==> config.mk <==
export PLATFORM = sky130hd
export DESIGN_NAME = page_write_seq
export DESIGN_NICKNAME = d
export VERILOG_FILES = /design/src/rtl/pwb_pkg.sv /design/src/rtl/pwb_page_latch.sv /design/src/rtl/pwb_stop_gate.sv /design/src/rtl/pwb_cycle_timer.sv /design/src/rtl/page_write_seq.sv
export SDC_FILE = /design/constraint.sdc
export NUM_CORES = 1
export LEC_CHECK = 0
export BUFFER_PORTS_ARGS = -buffer_cell sky130_fd_sc_hd__buf_4
export CAP_MARGIN = 15
export CORE_UTILIZATION = 68
export CTS_BUF_LIST = sky130_fd_sc_hd__clkbuf_8
export DETAILED_ROUTE_END_ITERATION = 6
export GPL_ROUTABILITY_DRIVEN = 0
export PLACE_DENSITY = 0.85
export SYNTH_ARGS = -nofsm -noshare
export SYNTH_HDL_FRONTEND = slang
export SYNTH_SLANG_ARGS = --single-unit
==> constraint.sdc <==
create_clock -name clk -period 3.1 [get_ports clk]
set_input_delay 0.31 -clock clk [delete_from_list [all_inputs] [get_ports clk]]
set_output_delay 0.31 -clock clk [all_outputs]
set_load 0.03 [all_outputs]
==> src/rtl/pwb_pkg.sv <==
package pwb_pkg;

    typedef enum logic [1:0] {
        ST_IDLE,
        ST_FILL,
        ST_PROG,
        ST_HOLD
    } seq_state_t;

endpackage

==> src/rtl/pwb_page_latch.sv <==
// Holds one page worth of received bytes plus a fill mask and the running slot.
module pwb_page_latch #(
    parameter int DATA_W     = 8,
    parameter int PAGE_BYTES = 16
) (
    input  logic                          clk,
    input  logic                          rst_n,
    input  logic                          load,
    input  logic [$clog2(PAGE_BYTES)-1:0] load_idx,
    input  logic                          push,
    input  logic [DATA_W-1:0]             push_data,
    input  logic [$clog2(PAGE_BYTES)-1:0] rd_idx,
    output logic [DATA_W-1:0]             rd_data,
    output logic                          rd_valid
);
    localparam int IDX_W = $clog2(PAGE_BYTES);

    logic [IDX_W-1:0]      idx_q;
    logic [DATA_W-1:0]     slot_data [PAGE_BYTES];
    logic [PAGE_BYTES-1:0] slot_used;

    // running slot pointer, wraps inside the page
    always_ff @(posedge clk or negedge rst_n) begin
        if (!rst_n) begin
            idx_q <= '0;
        end else if (load) begin
            idx_q <= load_idx;
        end else if (push) begin
            idx_q <= idx_q + 1'b1;
        end
    end

    for (genvar g = 0; g < PAGE_BYTES; g++) begin : g_slot
        logic [DATA_W-1:0] d_q;
        logic              v_q;
        logic              hit;

        assign hit = push && (idx_q == IDX_W'(g));

        always_ff @(posedge clk or negedge rst_n) begin
            if (!rst_n) begin
                d_q <= '0;
                v_q <= 1'b0;
            end else if (load) begin
                v_q <= 1'b0;
            end else if (hit) begin
                d_q <= push_data;
                v_q <= 1'b1;
            end
        end

        assign slot_data[g] = d_q;
        assign slot_used[g] = v_q;
    end

    assign rd_data  = slot_data[rd_idx];
    assign rd_valid = slot_used[rd_idx];

endmodule

==> src/rtl/pwb_stop_gate.sv <==
// Tracks serial-clock edges since the last acknowledged data byte.
module pwb_stop_gate (
    input  logic clk,
    input  logic rst_n,
    input  logic clr,
    input  logic byte_evt,
    input  logic clk_rise,
    output logic window_ok
);
    logic       seen_q;
    logic [1:0] rises_q;

    always_ff @(posedge clk or negedge rst_n) begin
        if (!rst_n) begin
            seen_q  <= 1'b0;
            rises_q <= '0;
        end else if (clr) begin
            seen_q  <= 1'b0;
            rises_q <= '0;
        end else if (byte_evt) begin
            seen_q  <= 1'b1;
            rises_q <= '0;
        end else if (clk_rise && rises_q != 2'd2) begin
            rises_q <= rises_q + 2'd1;
        end
    end

    assign window_ok = seen_q && (rises_q == 2'd1);

endmodule

==> src/rtl/pwb_cycle_timer.sv <==
// Counts system clocks of the internal write cycle; the low bits drive the slot scan.
module pwb_cycle_timer #(
    parameter int WRITE_CLKS = 2_000_000,
    parameter int PAGE_BYTES = 16
) (
    input  logic                          clk,
    input  logic                          rst_n,
    input  logic                          clr,
    input  logic                          run,
    output logic [$clog2(PAGE_BYTES)-1:0] slot_idx,
    output logic                          scan_last,
    output logic                          cycle_last
);
    localparam int IDX_W = $clog2(PAGE_BYTES);
    localparam int CNT_W = $clog2(WRITE_CLKS + 1);

    logic [CNT_W-1:0] cnt_q;

    always_ff @(posedge clk or negedge rst_n) begin
        if (!rst_n) begin
            cnt_q <= '0;
        end else if (clr) begin
            cnt_q <= '0;
        end else if (run) begin
            cnt_q <= cnt_q + 1'b1;
        end
    end

    assign slot_idx   = cnt_q[IDX_W-1:0];
    assign scan_last  = (cnt_q == CNT_W'(PAGE_BYTES - 1));
    assign cycle_last = (cnt_q == CNT_W'(WRITE_CLKS - 1));

endmodule

==> src/rtl/page_write_seq.sv <==
module page_write_seq #(
    parameter int ADDR_W     = 9,
    parameter int DATA_W     = 8,
    parameter int PAGE_BYTES = 16,
    parameter int WRITE_CLKS = 2_000_000
) (
    input  logic              clk,
    input  logic              rst_n,
    input  logic              wr_open,
    input  logic [ADDR_W-1:0] wr_addr,
    input  logic              rx_valid,
    input  logic [DATA_W-1:0] rx_data,
    input  logic              scl_rise,
    input  logic              bus_start,
    input  logic              bus_stop,
    input  logic              wp,
    output logic              busy,
    output logic              arr_we,
    output logic [ADDR_W-1:0] arr_addr,
    output logic [DATA_W-1:0] arr_wdata
);
    import pwb_pkg::*;

    localparam int IDX_W  = $clog2(PAGE_BYTES);
    localparam int PAGE_W = ADDR_W - IDX_W;

    seq_state_t        state_q, state_d;
    logic [PAGE_W-1:0] page_q;

    logic              lat_load, lat_push;
    logic [DATA_W-1:0] lat_data;
    logic              lat_valid;
    logic              gate_ok, gate_rise;
    logic              commit;
    logic              tmr_run;
    logic [IDX_W-1:0]  scan_idx;
    logic              scan_last, cycle_last;

    // ---------------- state register ----------------
    always_ff @(posedge clk or negedge rst_n) begin
        if (!rst_n) begin
            state_q <= ST_IDLE;
        end else begin
            state_q <= state_d;
        end
    end

    always_ff @(posedge clk or negedge rst_n) begin
        if (!rst_n) begin
            page_q <= '0;
        end else if (lat_load) begin
            page_q <= wr_addr[ADDR_W-1:IDX_W];
        end
    end

    // ---------------- next state ----------------
    always_comb begin
        state_d = state_q;
        unique case (state_q)
            ST_IDLE: begin
                if (wr_open) state_d = ST_FILL;
            end
            ST_FILL: begin
                if (bus_stop)       state_d = commit ? ST_PROG : ST_IDLE;
                else if (bus_start) state_d = ST_IDLE;
            end
            ST_PROG: begin
                if (scan_last) state_d = ST_HOLD;
            end
            ST_HOLD: begin
                if (cycle_last) state_d = ST_IDLE;
            end
        endcase
    end

    // ---------------- outputs and datapath controls ----------------
    always_comb begin
        lat_load  = 1'b0;
        lat_push  = 1'b0;
        gate_rise = 1'b0;
        commit    = 1'b0;
        tmr_run   = 1'b0;
        busy      = 1'b0;
        arr_we    = 1'b0;
        unique case (state_q)
            ST_IDLE: begin
                lat_load = wr_open;
            end
            ST_FILL: begin
                commit    = gate_ok && !wp;
                lat_load  = wr_open && !bus_stop && !bus_start;
                lat_push  = rx_valid && !wr_open && !bus_stop && !bus_start;
                gate_rise = scl_rise;
            end
            ST_PROG: begin
                busy    = 1'b1;
                tmr_run = 1'b1;
                arr_we  = lat_valid;
            end
            ST_HOLD: begin
                busy    = 1'b1;
                tmr_run = 1'b1;
            end
        endcase
    end

    assign arr_addr  = {page_q, scan_idx};
    assign arr_wdata = lat_data;

    // ---------------- sub-blocks ----------------
    pwb_page_latch #(
        .DATA_W    (DATA_W),
        .PAGE_BYTES(PAGE_BYTES)
    ) u_latch (
        .clk      (clk),
        .rst_n    (rst_n),
        .load     (lat_load),
        .load_idx (wr_addr[IDX_W-1:0]),
        .push     (lat_push),
        .push_data(rx_data),
        .rd_idx   (scan_idx),
        .rd_data  (lat_data),
        .rd_valid (lat_valid)
    );

    pwb_stop_gate u_gate (
        .clk      (clk),
        .rst_n    (rst_n),
        .clr      (lat_load),
        .byte_evt (lat_push),
        .clk_rise (gate_rise),
        .window_ok(gate_ok)
    );

    pwb_cycle_timer #(
        .WRITE_CLKS(WRITE_CLKS),
        .PAGE_BYTES(PAGE_BYTES)
    ) u_timer (
        .clk       (clk),
        .rst_n     (rst_n),
        .clr       (state_q == ST_FILL && bus_stop && commit),
        .run       (tmr_run),
        .slot_idx  (scan_idx),
        .scan_last (scan_last),
        .cycle_last(cycle_last)
    );

endmodule

==> results of run 1 <==
-- power by group through the flow --
stage | logic, W | registers, W | clock network, W
finish | 0.000150 | 0.00235 | 0.00168
global route | 0.000166 | 0.00236 | 0.00179
CTS | 0.000153 | 0.00235 | 0.00170
detailed placement | 0.000151 | 0.00240 | 0
global placement | 0.000145 | 0.00240 | 0
floorplan | 0.0000463 | 0.00240 | 0
-- metal layers --
layer  global-route usage (%)  up-vias  part of all wire (%)  wire (µm)
met5                        0        -                     0          0
met4                     12.3        0                   2.4        443
met3                     6.59       34                   5.2        954
met2                     51.8      176                    50       9210
met1                     43.0     2835                    42       7840
li1                         -     2345                     -          -
-- flip-flops by register name, indices dropped and copies added, names as in the netlist, named ones only --
name and cells:
u_latch.idx_q 4, u_gate.seen_q 1, u_timer.cnt_q 21, u_latch.g_slot.v_q 16
u_gate.rises_q 2, u_latch.g_slot.d_q 128, page_q 5, state_q 1
-- final timing paths --
path | from | end | cells past startpoint
max | u_timer.cnt_q[0]$_DFFE_PN0P_ | arr_wdata[1] | 5
min | wr_addr[4] | page_q[0]$_DFFE_PN0P_ | 2
max reg2reg | flop | u_latch.g_slot[3].d_q[1]$_DFFE_PN0P_ | 4
min reg2reg | u_latch.g_slot[3].v_q$_DFFE_PN0P_ | u_latch.g_slot[3].v_q$_DFFE_PN0P_ | 2
max in group asynchronous | rst_n | u_latch.g_slot[10].d_q[1]$_DFFE_PN0P_ | 3
min in group asynchronous | rst_n | page_q[1]$_DFFE_PN0P_ | 2
-- cell type report --
| type | instances | area [µm²] |
|---|---|---|
| inverter | 13 | 48.8 |
| clock inverter | 12 | 153 |
| tap | 147 | 184 |
| clock buffer | 19 | 262 |
| timing repair buffer | 56 | 439 |
| fill | 727 | 2750 |
| sequential | 179 | 4480 |
| multi-input combinational | 392 | 3700 |
-- Yosys cell counts, drive strengths merged (8+ instances only) --
master / count / area, µm²
a21oi: 16 / 80.1
a22oi: 16 / 120
buf: 17 / 91.3
clkbuf: 24 / 91.3
dfrtp: 179 / 4480
inv: 13 / 48.8
mux2: 133 / 1500
mux4: 34 / 766
nand2: 65 / 274
nand3: 9 / 57.6
nand4: 8 / 75.1
nor2: 20 / 91.3
nor3: 9 / 45.0
o21ai: 9 / 45.0
or3: 8 / 50.1
xnor2: 10 / 87.6
-- worst reg2reg max path, stage by stage, from the launching register on --
cell and delay (ns):
dfrtp_1 0.58, nand2b_1 0.52, nor4_4 0.57, nand2_2 0.29
mux2_2 0.35
-- cell families (layout without fill, tap and decap cells) --
kind of cell	count (synthesis)	count (layout)
adders and majority gates	7	7
and+or+nand+nor	148	148
buffers and inverters	54	100
AOI/OAI and AO/OA	50	50
xor gates and xnor gates	13	13
DFF	179	179
muxes	174	174
-- through the flow --
step                      worst slack, ns  hold slack, ns  cells  instance area (µm²)
after floorplan                      1.11          0.0144    625                 8410
after global placement              0.712           0.367    786                 8840
after detailed placement            0.682           0.376    786                 8840
after CTS                           0.413          0.0522    818                 9270
after global routing                0.327          0.0586    818                 9270
final                               0.437          0.0661    818                 9270
==> results.ini, run 1 <==
[status]
status = complete, no violations

[die]
die_w_um = 113
pin_count = 44
die-height_um = 113
die_area_um2 = 12800
num_rows = 40
core_area_um2 = 12000
initial_utilization_pct = 70.0

[cts]
tritoncts = built
clockBufferDepth = 2
clk_latency_ns = 0.48
post_cts_resized = 0
hold_buffers = 1
root_buffer = clkbuf_8
cts.sink_count = 179
path_clk_slew_ns = 0.09
htree_levels = 4
numCtsBuffers = 17
postCtsSetupBuffers = 0

[detailed_routing]
ant_nets = 0
drc = 0
drtIter0Drc = 401
routed_wl_mm = 18.4
firstDrtPassIters = 5
routedWlPerCell_um = 22.5
vias_per_cell = 6.59
dr_total_vias = 5390

[setup_path]
r2r_slack_ns = 0.67
cp.arrival_ns = 2.35
crit_type = reg2out
critPathCaptureType = output pin
crit_fanout = 34
slowest_delay_ns = 0.58
cp_slowest_cell = mux4_2
worstPathRequired_ns = 2.79
worstPathCellList = buf_12 > mux4_2 > a22oi_1 > nand2_1 > buf_4
crit_family = multiplexers
cp_num_buf_inv = 2
start_kind = flop

[layout]
area_growth_pct = 10.2
drive_gt1_share_pct = 39.9
layout_commonest_cell = dfrtp_1
mostFrequentLayoutCells = dfrtp_1, mux2_2, nand2_1, buf_4, mux4_2
final_core_util_pct = 77.1
n_antenna_cell = 0
fin_nets = 691

[power]
swShare_pct = 23.1
power_density_nw_per_um2 = 452
total_power_w = 0.00419
p_int_w = 0.00322
pwr-share-comb_pct = 3.6
leakagePower_nw = 4.56
netSwitchingPower_w = 0.000966
seq_power_share_pct = 56.2
ir_drop_mv = 0.330
p_clk_share_pct = 40.2

[synth]
synth_fa_ha_area_share_pct = 1.04
yosys_warnings = 0
synth_compound_area_share_pct = 3.75
synth_top_family_by_area = multiplexers
ys_seq_area_share_pct = 53.3
postSynthAreaPerCell_um2 = 13.5
synthMuxAreaShare_pct = 27.7
synth-edff-count = 0
ys_ff_latch = 179
synth-simple-area-share_pct = 10.1
synth_xor_area_share_pct = 1.35
synthesis.nets = 657
synth_area_um2 = 8410
synthArstFlopShare_pct = 100
synthCells = 625
yosysUniqueCellTypes = 46
ys.flop_type = dfrtp_1

[global_route]
grt_usage_pct = 31.9
antenna_found_initial = 0
grt_pass1_vias = 5699
grt-ovfl-total = 0
grt_max_degree = 77
grt_pass1_wl_mm = 30.3

[timing]
fin_skew_ns = 0.0169
fmaxAchievable_ghz = 0.376
fin_tns_setup_ns = 0
tightest_slew_ns = 0.790
drv_slew = 0
rsz0062_at_grt = false
max_slew_margin_pct = 47.2
period_needed_ns = 2.66
hold_viol = 0
finalSetupViolations = 0
fin_crit_sh_pct = 85.9

[placed_design]
dp_hpwl_mm = 11.9
port_buffers = 43

[min_path]
hp-class = in2reg

[flow_run]
drv_cap = 0

No activity file was read; power rests on OpenSTA's default activity.
==> run 2, diff against run 1 <==
--- a/config.mk
+++ b/config.mk
@@ -11,7 +11,7 @@
 export CTS_BUF_LIST = sky130_fd_sc_hd__clkbuf_8
 export DETAILED_ROUTE_END_ITERATION = 6
 export GPL_ROUTABILITY_DRIVEN = 0
-export PLACE_DENSITY = 0.85
+export PLACE_DENSITY = 0.87
 export SYNTH_ARGS = -nofsm -noshare
 export SYNTH_HDL_FRONTEND = slang
 export SYNTH_SLANG_ARGS = --single-unit
==> run 2 against run 1 <==
Maximum frequency is 6.7% lower. Routed wire length rose by 1.4%. Highest routed layer unchanged. First-iteration DRC count is 13% higher. Global-route usage rose by 0.20 points. Clock skew fell by 0.0039 ns. Cell count is 0.61% lower. Register-to-register slack got worse by 0.06 ns.
==> results.ini, run 2 (synthesis gave the netlist of run 1 again) <==
[power]
power_density_nw_per_um2 = 446  ; was 452 nW/µm²
ir_drop_mv = 0.317  ; was 0.330 mV
leakagePower_nw = 4.54  ; was 4.56 nW
netSwitchingPower_w = 0.000948  ; was 0.000966 W
seq_power_share_pct = 57.2  ; was 56.2%
pwr-share-comb_pct = 3.7  ; was 3.6%
p_int_w = 0.00317  ; was 0.00322 W
p_clk_share_pct = 39.1  ; was 40.2%
swShare_pct = 23.0  ; was 23.1%

[cts]
root_buffer = clkbuf_8  ; unchanged
clk_latency_ns = 0.46  ; was 0.48 ns
tritoncts = built  ; unchanged
htree_levels = 4  ; unchanged
path_clk_slew_ns = 0.09  ; about the same
hold_buffers = 1  ; unchanged
post_cts_resized = 0  ; unchanged
clockBufferDepth = 2  ; unchanged
numCtsBuffers = 17  ; unchanged
cts.sink_count = 179  ; unchanged
postCtsSetupBuffers = 0  ; unchanged

[detailed_routing]
drtIter0Drc = 454  ; was 401
dr_total_vias = 5390  ; unchanged
drc = 0  ; unchanged
vias_per_cell = 6.63  ; was 6.59
firstDrtPassIters = 5  ; unchanged
routedWlPerCell_um = 23.0  ; was 22.5 µm
routed_wl_mm = 18.7  ; was 18.4 mm
ant_nets = 0  ; unchanged

[global_route]
grt-ovfl-total = 0  ; unchanged
grt_usage_pct = 32.1  ; was 31.9%
grt_max_degree = 76  ; was 77
grt_pass1_wl_mm = 30.3  ; about the same
antenna_found_initial = 0  ; unchanged
grt_pass1_vias = 5683  ; was 5699

[layout]
multiInputGateArea_um2 = 3700  ; unchanged
reg_top3 = u_latch.g_slot.d_q x128, u_timer.cnt_q x21, u_latch.g_slot.v_q x16  ; unchanged
n_antenna_cell = 0  ; unchanged
drive_gt1_share_pct = 39.3  ; was 39.9%
final_core_util_pct = 76.8  ; was 77.1%
regArea_um2 = 4480  ; unchanged
fin_nets = 686  ; was 691
top_register = u_latch.g_slot.d_q  ; unchanged
largest_reg_flops = 128  ; unchanged
mostFrequentLayoutCells = dfrtp_1, mux2_2, nand2_1  ; was dfrtp_1, mux2_2, nand2_1, buf_4, mux4_2
layout_commonest_cell = dfrtp_1  ; unchanged
fillerInstances = 713  ; was 727
area_growth_pct = 9.76  ; was 10.2%

[setup_path]
crit_fanout = 26  ; was 34
crit_type = reg2out  ; unchanged
start_kind = flop  ; unchanged
worstPathRequired_ns = 2.79  ; about the same
worstRegToRegCells = 4  ; unchanged
cp.arrival_ns = 2.54  ; was 2.35 ns
r2r_end = u_latch.g_slot[7].d_q[5]$_DFFE_PN0P_  ; was u_latch.g_slot[3].d_q[1]$_DFFE_PN0P_
startpoint = u_timer.cnt_q[0]$_DFFE_PN0P_  ; unchanged
r2r_slack_ns = 0.61  ; was 0.67 ns
crit_end = arr_wdata[5]  ; was arr_wdata[1]
critPathCaptureType = output pin  ; unchanged

[flow_run]
drv_cap = 0  ; unchanged

[die]
initial_utilization_pct = 70.0  ; unchanged
pin_count = 44  ; unchanged
die-height_um = 113  ; unchanged
die_w_um = 113  ; unchanged
num_rows = 40  ; unchanged
die_area_um2 = 12800  ; unchanged
core_area_um2 = 12000  ; unchanged

[status]
status = complete, no violations  ; unchanged

[timing]
hold_viol = 0  ; unchanged
finalSetupViolations = 0  ; unchanged
rsz0062_at_grt = false  ; unchanged
fmaxAchievable_ghz = 0.350  ; was 0.376 GHz
fin_skew_ns = 0.0130  ; was 0.0169 ns
fin_crit_sh_pct = 92.0  ; was 85.9%
fin_tns_setup_ns = 0  ; unchanged
period_needed_ns = 2.85  ; was 2.66 ns
drv_slew = 0  ; unchanged
tightest_slew_ns = 0.871  ; was 0.790 ns
max_slew_margin_pct = 41.8  ; was 47.2%

[min_path]
hp-class = in2reg  ; unchanged

[placed_design]
port_buffers = 43  ; unchanged
dp_hpwl_mm = 12.4  ; was 11.9 mm

[run 2: changes by cell type in the layout (fill, tap and decap cells not counted)]
cell / change
clkinv_4: +3
bufinv_16: -1
clkbuf_8: +1
buf_4: -6
buf_12: +1
inv_1: +1
clkinv_2: -3
inv_6: -1
[run 2: area by class of cell]
class / count / area share [%]
clock buffers: 20 / 2.98
clock inverters: 11 / 1.40
inverters: 13 / 0.529
multi-input cells: 392 / 40.1
flip-flops and latches: 179 / 48.5
well taps: 147 / 1.99
repair buffers: 51 / 4.49
[run 2: per-stage QoR]
| step | setup WS [ns] | hold slack (ns) | total power, W | instances | area, µm² |
|---|---|---|---|---|---|
| after CTS | 0.185 | 0.0470 | 0.00414 | 813 | 9230 |
| after global placement | 0.705 | 0.373 | 0.00255 | 781 | 8820 |
| after floorplan | 1.11 | 0.0144 | 0.00245 | 625 | 8410 |
| after global routing | 0.0710 | 0.0613 | 0.00424 | 813 | 9230 |
| final | 0.247 | 0.0742 | 0.00412 | 813 | 9230 |
| after detailed placement | 0.633 | 0.381 | 0.00255 | 781 | 8820 |
[run 2: worst max-delay path: stages (launching register included)]
cell	delay (ns)
dfrtp_2	0.61
buf_12	0.29
mux4_2	0.55
a22oi_1	0.31
nand2_1	0.13
buf_4	0.18
[run 2: worst min path at each step]
stage                     from                          to  slack, ns  cells after the start
floorplan                rst_n  asynchronous set/reset pin       0.01                      0
global placement         rst_n       page_q[0]$_DFFE_PN0P_       0.37                      1
detailed placement       rst_n       page_q[3]$_DFFE_PN0P_       0.38                      1
CTS                 wr_addr[8]       page_q[4]$_DFFE_PN0P_       0.05                      2
global route        wr_addr[8]       page_q[4]$_DFFE_PN0P_       0.06                      2
finish              wr_addr[8]       page_q[4]$_DFFE_PN0P_       0.07                      2
[run 2: layer usage]
metal | vias up | share of wire, % | global-route usage [%]
li1 | 2332 | - | -
met1 | 2824 | 41 | 40.7
met2 | 196 | 51 | 53.6
met3 | 38 | 5.3 | 6.86
met4 | 0 | 3.0 | 14.8
met5 | - | 0 | 0
[run 2: power by group through the flow]
stage	Sequential, W	Clock, W	Combinational [W]
6_report	0.00235	0.00161	0.000151
5_1_grt	0.00236	0.00171	0.000167
4_1_cts	0.00235	0.00163	0.000153
3_5_place_dp	0.00240	0	0.000150
3_3_place_gp	0.00240	0	0.000146
2_1_floorplan	0.00240	0	0.0000463
==> run 3, diff against run 2 <==
--- a/config.mk
+++ b/config.mk
@@ -5,13 +5,14 @@
 export SDC_FILE = /design/constraint.sdc
 export NUM_CORES = 1
 export LEC_CHECK = 0
+export ABC_AREA = 1
 export BUFFER_PORTS_ARGS = -buffer_cell sky130_fd_sc_hd__buf_4
 export CAP_MARGIN = 15
-export CORE_UTILIZATION = 68
+export CORE_UTILIZATION = 69
 export CTS_BUF_LIST = sky130_fd_sc_hd__clkbuf_8
 export DETAILED_ROUTE_END_ITERATION = 6
 export GPL_ROUTABILITY_DRIVEN = 0
-export PLACE_DENSITY = 0.87
+export PLACE_DENSITY = 0.88
 export SYNTH_ARGS = -nofsm -noshare
 export SYNTH_HDL_FRONTEND = slang
 export SYNTH_SLANG_ARGS = --single-unit
==> run 3 against run 2 <==
Clock-buffer cell count increased by 1. Cell count rose by 61%. Worst hold slack worse by 0.021 ns. Synthesized area up 4.8%. First-iteration DRC count grew 140%. Design area up 4.0%. Clock power grew 9.9%. Global-route usage grew 4.1 points. Total power is 93% higher. Sequential power increased by 32%. Critical endpoint is now arr_wdata[3]. Largest power group unchanged.
==> results.ini, run 3 <==
[timing]
hold_viol = 0  ; unchanged
fin_tns_setup_ns = 0  ; unchanged
fin_skew_ns = 0.0135  ; was 0.0130 ns
period_needed_ns = 2.58  ; was 2.85 ns
fmaxAchievable_ghz = 0.388  ; was 0.350 GHz
max_slew_margin_pct = 55.3  ; was 41.8%
drv_slew = 0  ; unchanged
fin_crit_sh_pct = 83.2  ; was 92.0%
rsz0062_at_grt = false  ; unchanged
tightest_slew_ns = 0.669  ; was 0.871 ns
finalSetupViolations = 0  ; unchanged

[detailed_routing]
vias_per_cell = 5.97  ; was 6.63
drc = 0  ; unchanged
drtIter0Drc = 1102  ; was 454
routedWlPerCell_um = 17.2  ; was 23.0 µm
routed_wl_mm = 22.4  ; was 18.7 mm
dr_total_vias = 7792  ; was 5390
firstDrtPassIters = 6  ; was 5
ant_nets = 0  ; unchanged

[setup_path]
critPathCaptureType = output pin  ; unchanged
crit_type = reg2out  ; unchanged
worstPathCellList = inv_2 > buf_4 > o21ai_0 > o22ai_1 > nand2_1 > nand2_1 > inv_1 > nand2_1 > buf_4  ; was buf_12 > mux4_2 > a22oi_1 > nand2_1 > buf_4
cp_slowest_cell = dfrtp_2  ; unchanged
worstPathRequired_ns = 2.79  ; about the same
cp_common_cell = nand2_1
r2r_end = u_latch.g_slot[0].d_q[4]$_DFFE_PN0P_  ; was u_latch.g_slot[7].d_q[5]$_DFFE_PN0P_
start_kind = flop  ; unchanged
worstRegToRegCells = 7  ; was 4
slowest_delay_ns = 0.43  ; was 0.61 ns
crit_end = arr_wdata[3]  ; was arr_wdata[5]
r2r_slack_ns = 1.04  ; was 0.61 ns
crit_fanout = 27  ; was 26
cp.arrival_ns = 2.27  ; was 2.54 ns
startpoint = u_timer.cnt_q[0]$_DFFE_PN0P_  ; unchanged

[die]
num_rows = 40  ; unchanged
die_area_um2 = 13200  ; was 12800 µm²
pin_count = 44  ; unchanged
die_w_um = 115  ; was 113 µm
die-height_um = 115  ; was 113 µm
initial_utilization_pct = 72.1  ; was 70.0%
core_area_um2 = 12200  ; was 12000 µm²

[synth]
ys_ff_latch = 179  ; unchanged
yosysUniqueCellTypes = 37  ; was 46
postSynthAreaPerCell_um2 = 7.94  ; was 13.5 µm²
ys_top_cells_by_count = nand2_1, dfrtp_1, o21ai_0  ; was dfrtp_1, mux2_2, nand2_1
ys_seq_area_share_pct = 50.8  ; was 53.3%
yosys_warnings = 0  ; unchanged
netlist.top_cell.by_area = dfrtp_1  ; unchanged
synthesis.nets = 1141  ; was 657
ys.flop_type = dfrtp_1  ; unchanged
synthArstFlopShare_pct = 100  ; unchanged
synth-edff-count = 0  ; unchanged
yosysMostFrequentCell = nand2_1  ; was dfrtp_1
synthCells = 1109  ; was 625
synth_top_area_share_pct = 50.8  ; was 53.3%
synth_area_um2 = 8810  ; was 8410 µm²
synth_area_leaders = dfrtp_1, nand2_1, o21ai_0  ; was dfrtp_1, mux2_2, mux4_2

[layout]
fillerInstances = 842  ; was 713
mostFrequentLayoutCells = nand2_1, dfrtp_1, o21ai_0  ; was dfrtp_1, mux2_2, nand2_1
fin_cells = 1306  ; was 813
layout_commonest_cell = nand2_1  ; was dfrtp_1
n_antenna_cell = 0  ; unchanged
largest_reg_flops = 128  ; unchanged
reg_top3 = u_latch.g_slot.d_q x128, u_timer.cnt_q x21, u_latch.g_slot.v_q x16  ; unchanged
area_growth_pct = 8.96  ; was 9.76%
top_register = u_latch.g_slot.d_q  ; unchanged
drive_gt1_share_pct = 10.8  ; was 39.3%
fin_nets = 1158  ; was 686
final_core_util_pct = 78.6  ; was 76.8%
regArea_um2 = 4480  ; unchanged
multiInputGateArea_um2 = 3660  ; was 3700 µm²

[power]
power_density_nw_per_um2 = 829  ; was 446 nW/µm²
ir_drop_mv = 0.529  ; was 0.317 mV
leakagePower_nw = 4.73  ; was 4.54 nW

[cts]
clk_latency_ns = 0.47  ; was 0.46 ns
htree_levels = 4  ; unchanged
cts.sink_count = 179  ; unchanged
path_clk_slew_ns = 0.08  ; was 0.09 ns
tritoncts = built  ; unchanged
numCtsBuffers = 17  ; unchanged
clockBufferDepth = 2  ; unchanged
postCtsSetupBuffers = 0  ; unchanged
root_buffer = clkbuf_8  ; unchanged

[global_route]
grt-ovfl-total = 0  ; unchanged
grt_usage_pct = 36.2  ; was 32.1%
grt_pass1_vias = 7202  ; was 5683
antenna_found_initial = 0  ; unchanged
grt_pass1_wl_mm = 35.9  ; was 30.3 mm
grt_max_degree = 70  ; was 76

[placed_design]
port_buffers = 43  ; unchanged
dp_hpwl_mm = 14.3  ; was 12.4 mm
place_inst = 1274  ; was 781

[status]
status = complete, no violations  ; unchanged

[min_path]
hp-class = in2reg  ; unchanged

[flow_run]
drv_cap = 0  ; unchanged

## run 3: how the worst min path moves through the flow
stage               startpoint  depth (start not counted)                               endpoint  slack, ns
floorplan                rst_n                          0             asynchronous set/reset pin       0.01
global placement         rst_n                          1  u_latch.g_slot[11].d_q[1]$_DFFE_PN0P_       0.36
detailed placement       rst_n                          1  u_latch.g_slot[11].d_q[1]$_DFFE_PN0P_       0.36
CTS                 wr_addr[5]                          3                  page_q[1]$_DFFE_PN0P_       0.05
global route        wr_addr[7]                          3                  page_q[3]$_DFFE_PN0P_       0.04
finish              wr_addr[5]                          3                  page_q[1]$_DFFE_PN0P_       0.05
## run 3: where the power goes
| group | switching (W) | internal [W] | total [W] |
|---|---|---|---|
| Combinational | 0.00205 | 0.00104 | 0.00309 |
| Clock | 0.000815 | 0.000956 | 0.00177 |
| Sequential | 0.000318 | 0.00278 | 0.00310 |
## run 3: what timing repair did
item	in CTS	in global routing
hold endpoints to repair	65	0
hold buffers	1	0
resized for setup	0	0
## run 3: kinds of logic after synthesis
| logic type | after synthesis | share of synthesized area [%] |
|---|---|---|
| AOI/OAI and AO/OA | 267 | 16.5 |
| xor gates and xnor gates | 3 | 0.298 |
| adders and majority gates | 7 | 0.994 |
| buffers and inverters | 148 | 7.66 |
| DFF | 179 | 50.8 |
| and+or+nand+nor | 505 | 23.7 |
## run 3: area by class of cell
type,count,area share (%)
sequential,179,46.7
multi-input combinational,782,38.1
timing repair buffer,60,5.02
inverter,86,3.39
clock buffer,21,3.01
tap,168,2.19
clock inverter,10,1.63
## run 3: worst max-delay path, delay by kind of cell (launching register included)
family                 cells  cell delay [ns]
AOI/OAI and AO/OA          2             0.32
buffers and inverters      4             0.83
DFF                        1             0.43
and+or+nand+nor            3             0.23
## run 3: metrics by stage
step | total power [W] | hold WS (ns) | cell area [µm²] | worst slack (ns)
finish | 0.00796 | 0.0530 | 9600 | 0.522
detailed placement | 0.00611 | 0.357 | 9140 | 1.07
floorplan | 0.00520 | 0.0144 | 8810 | 1.19
global placement | 0.00603 | 0.358 | 9140 | 1.09
CTS | 0.00791 | 0.0464 | 9600 | 0.557
global route | 0.00840 | 0.0396 | 9600 | 0.408
## run 3: per-layer routing
metal	global-route usage [%]	routed length, µm	up-vias
met1	50.3	9440	3663
met5	0	0	-
met2	54.7	10200	427
met3	9.49	2110	69
met4	14.7	664	0
li1	-	-	3633
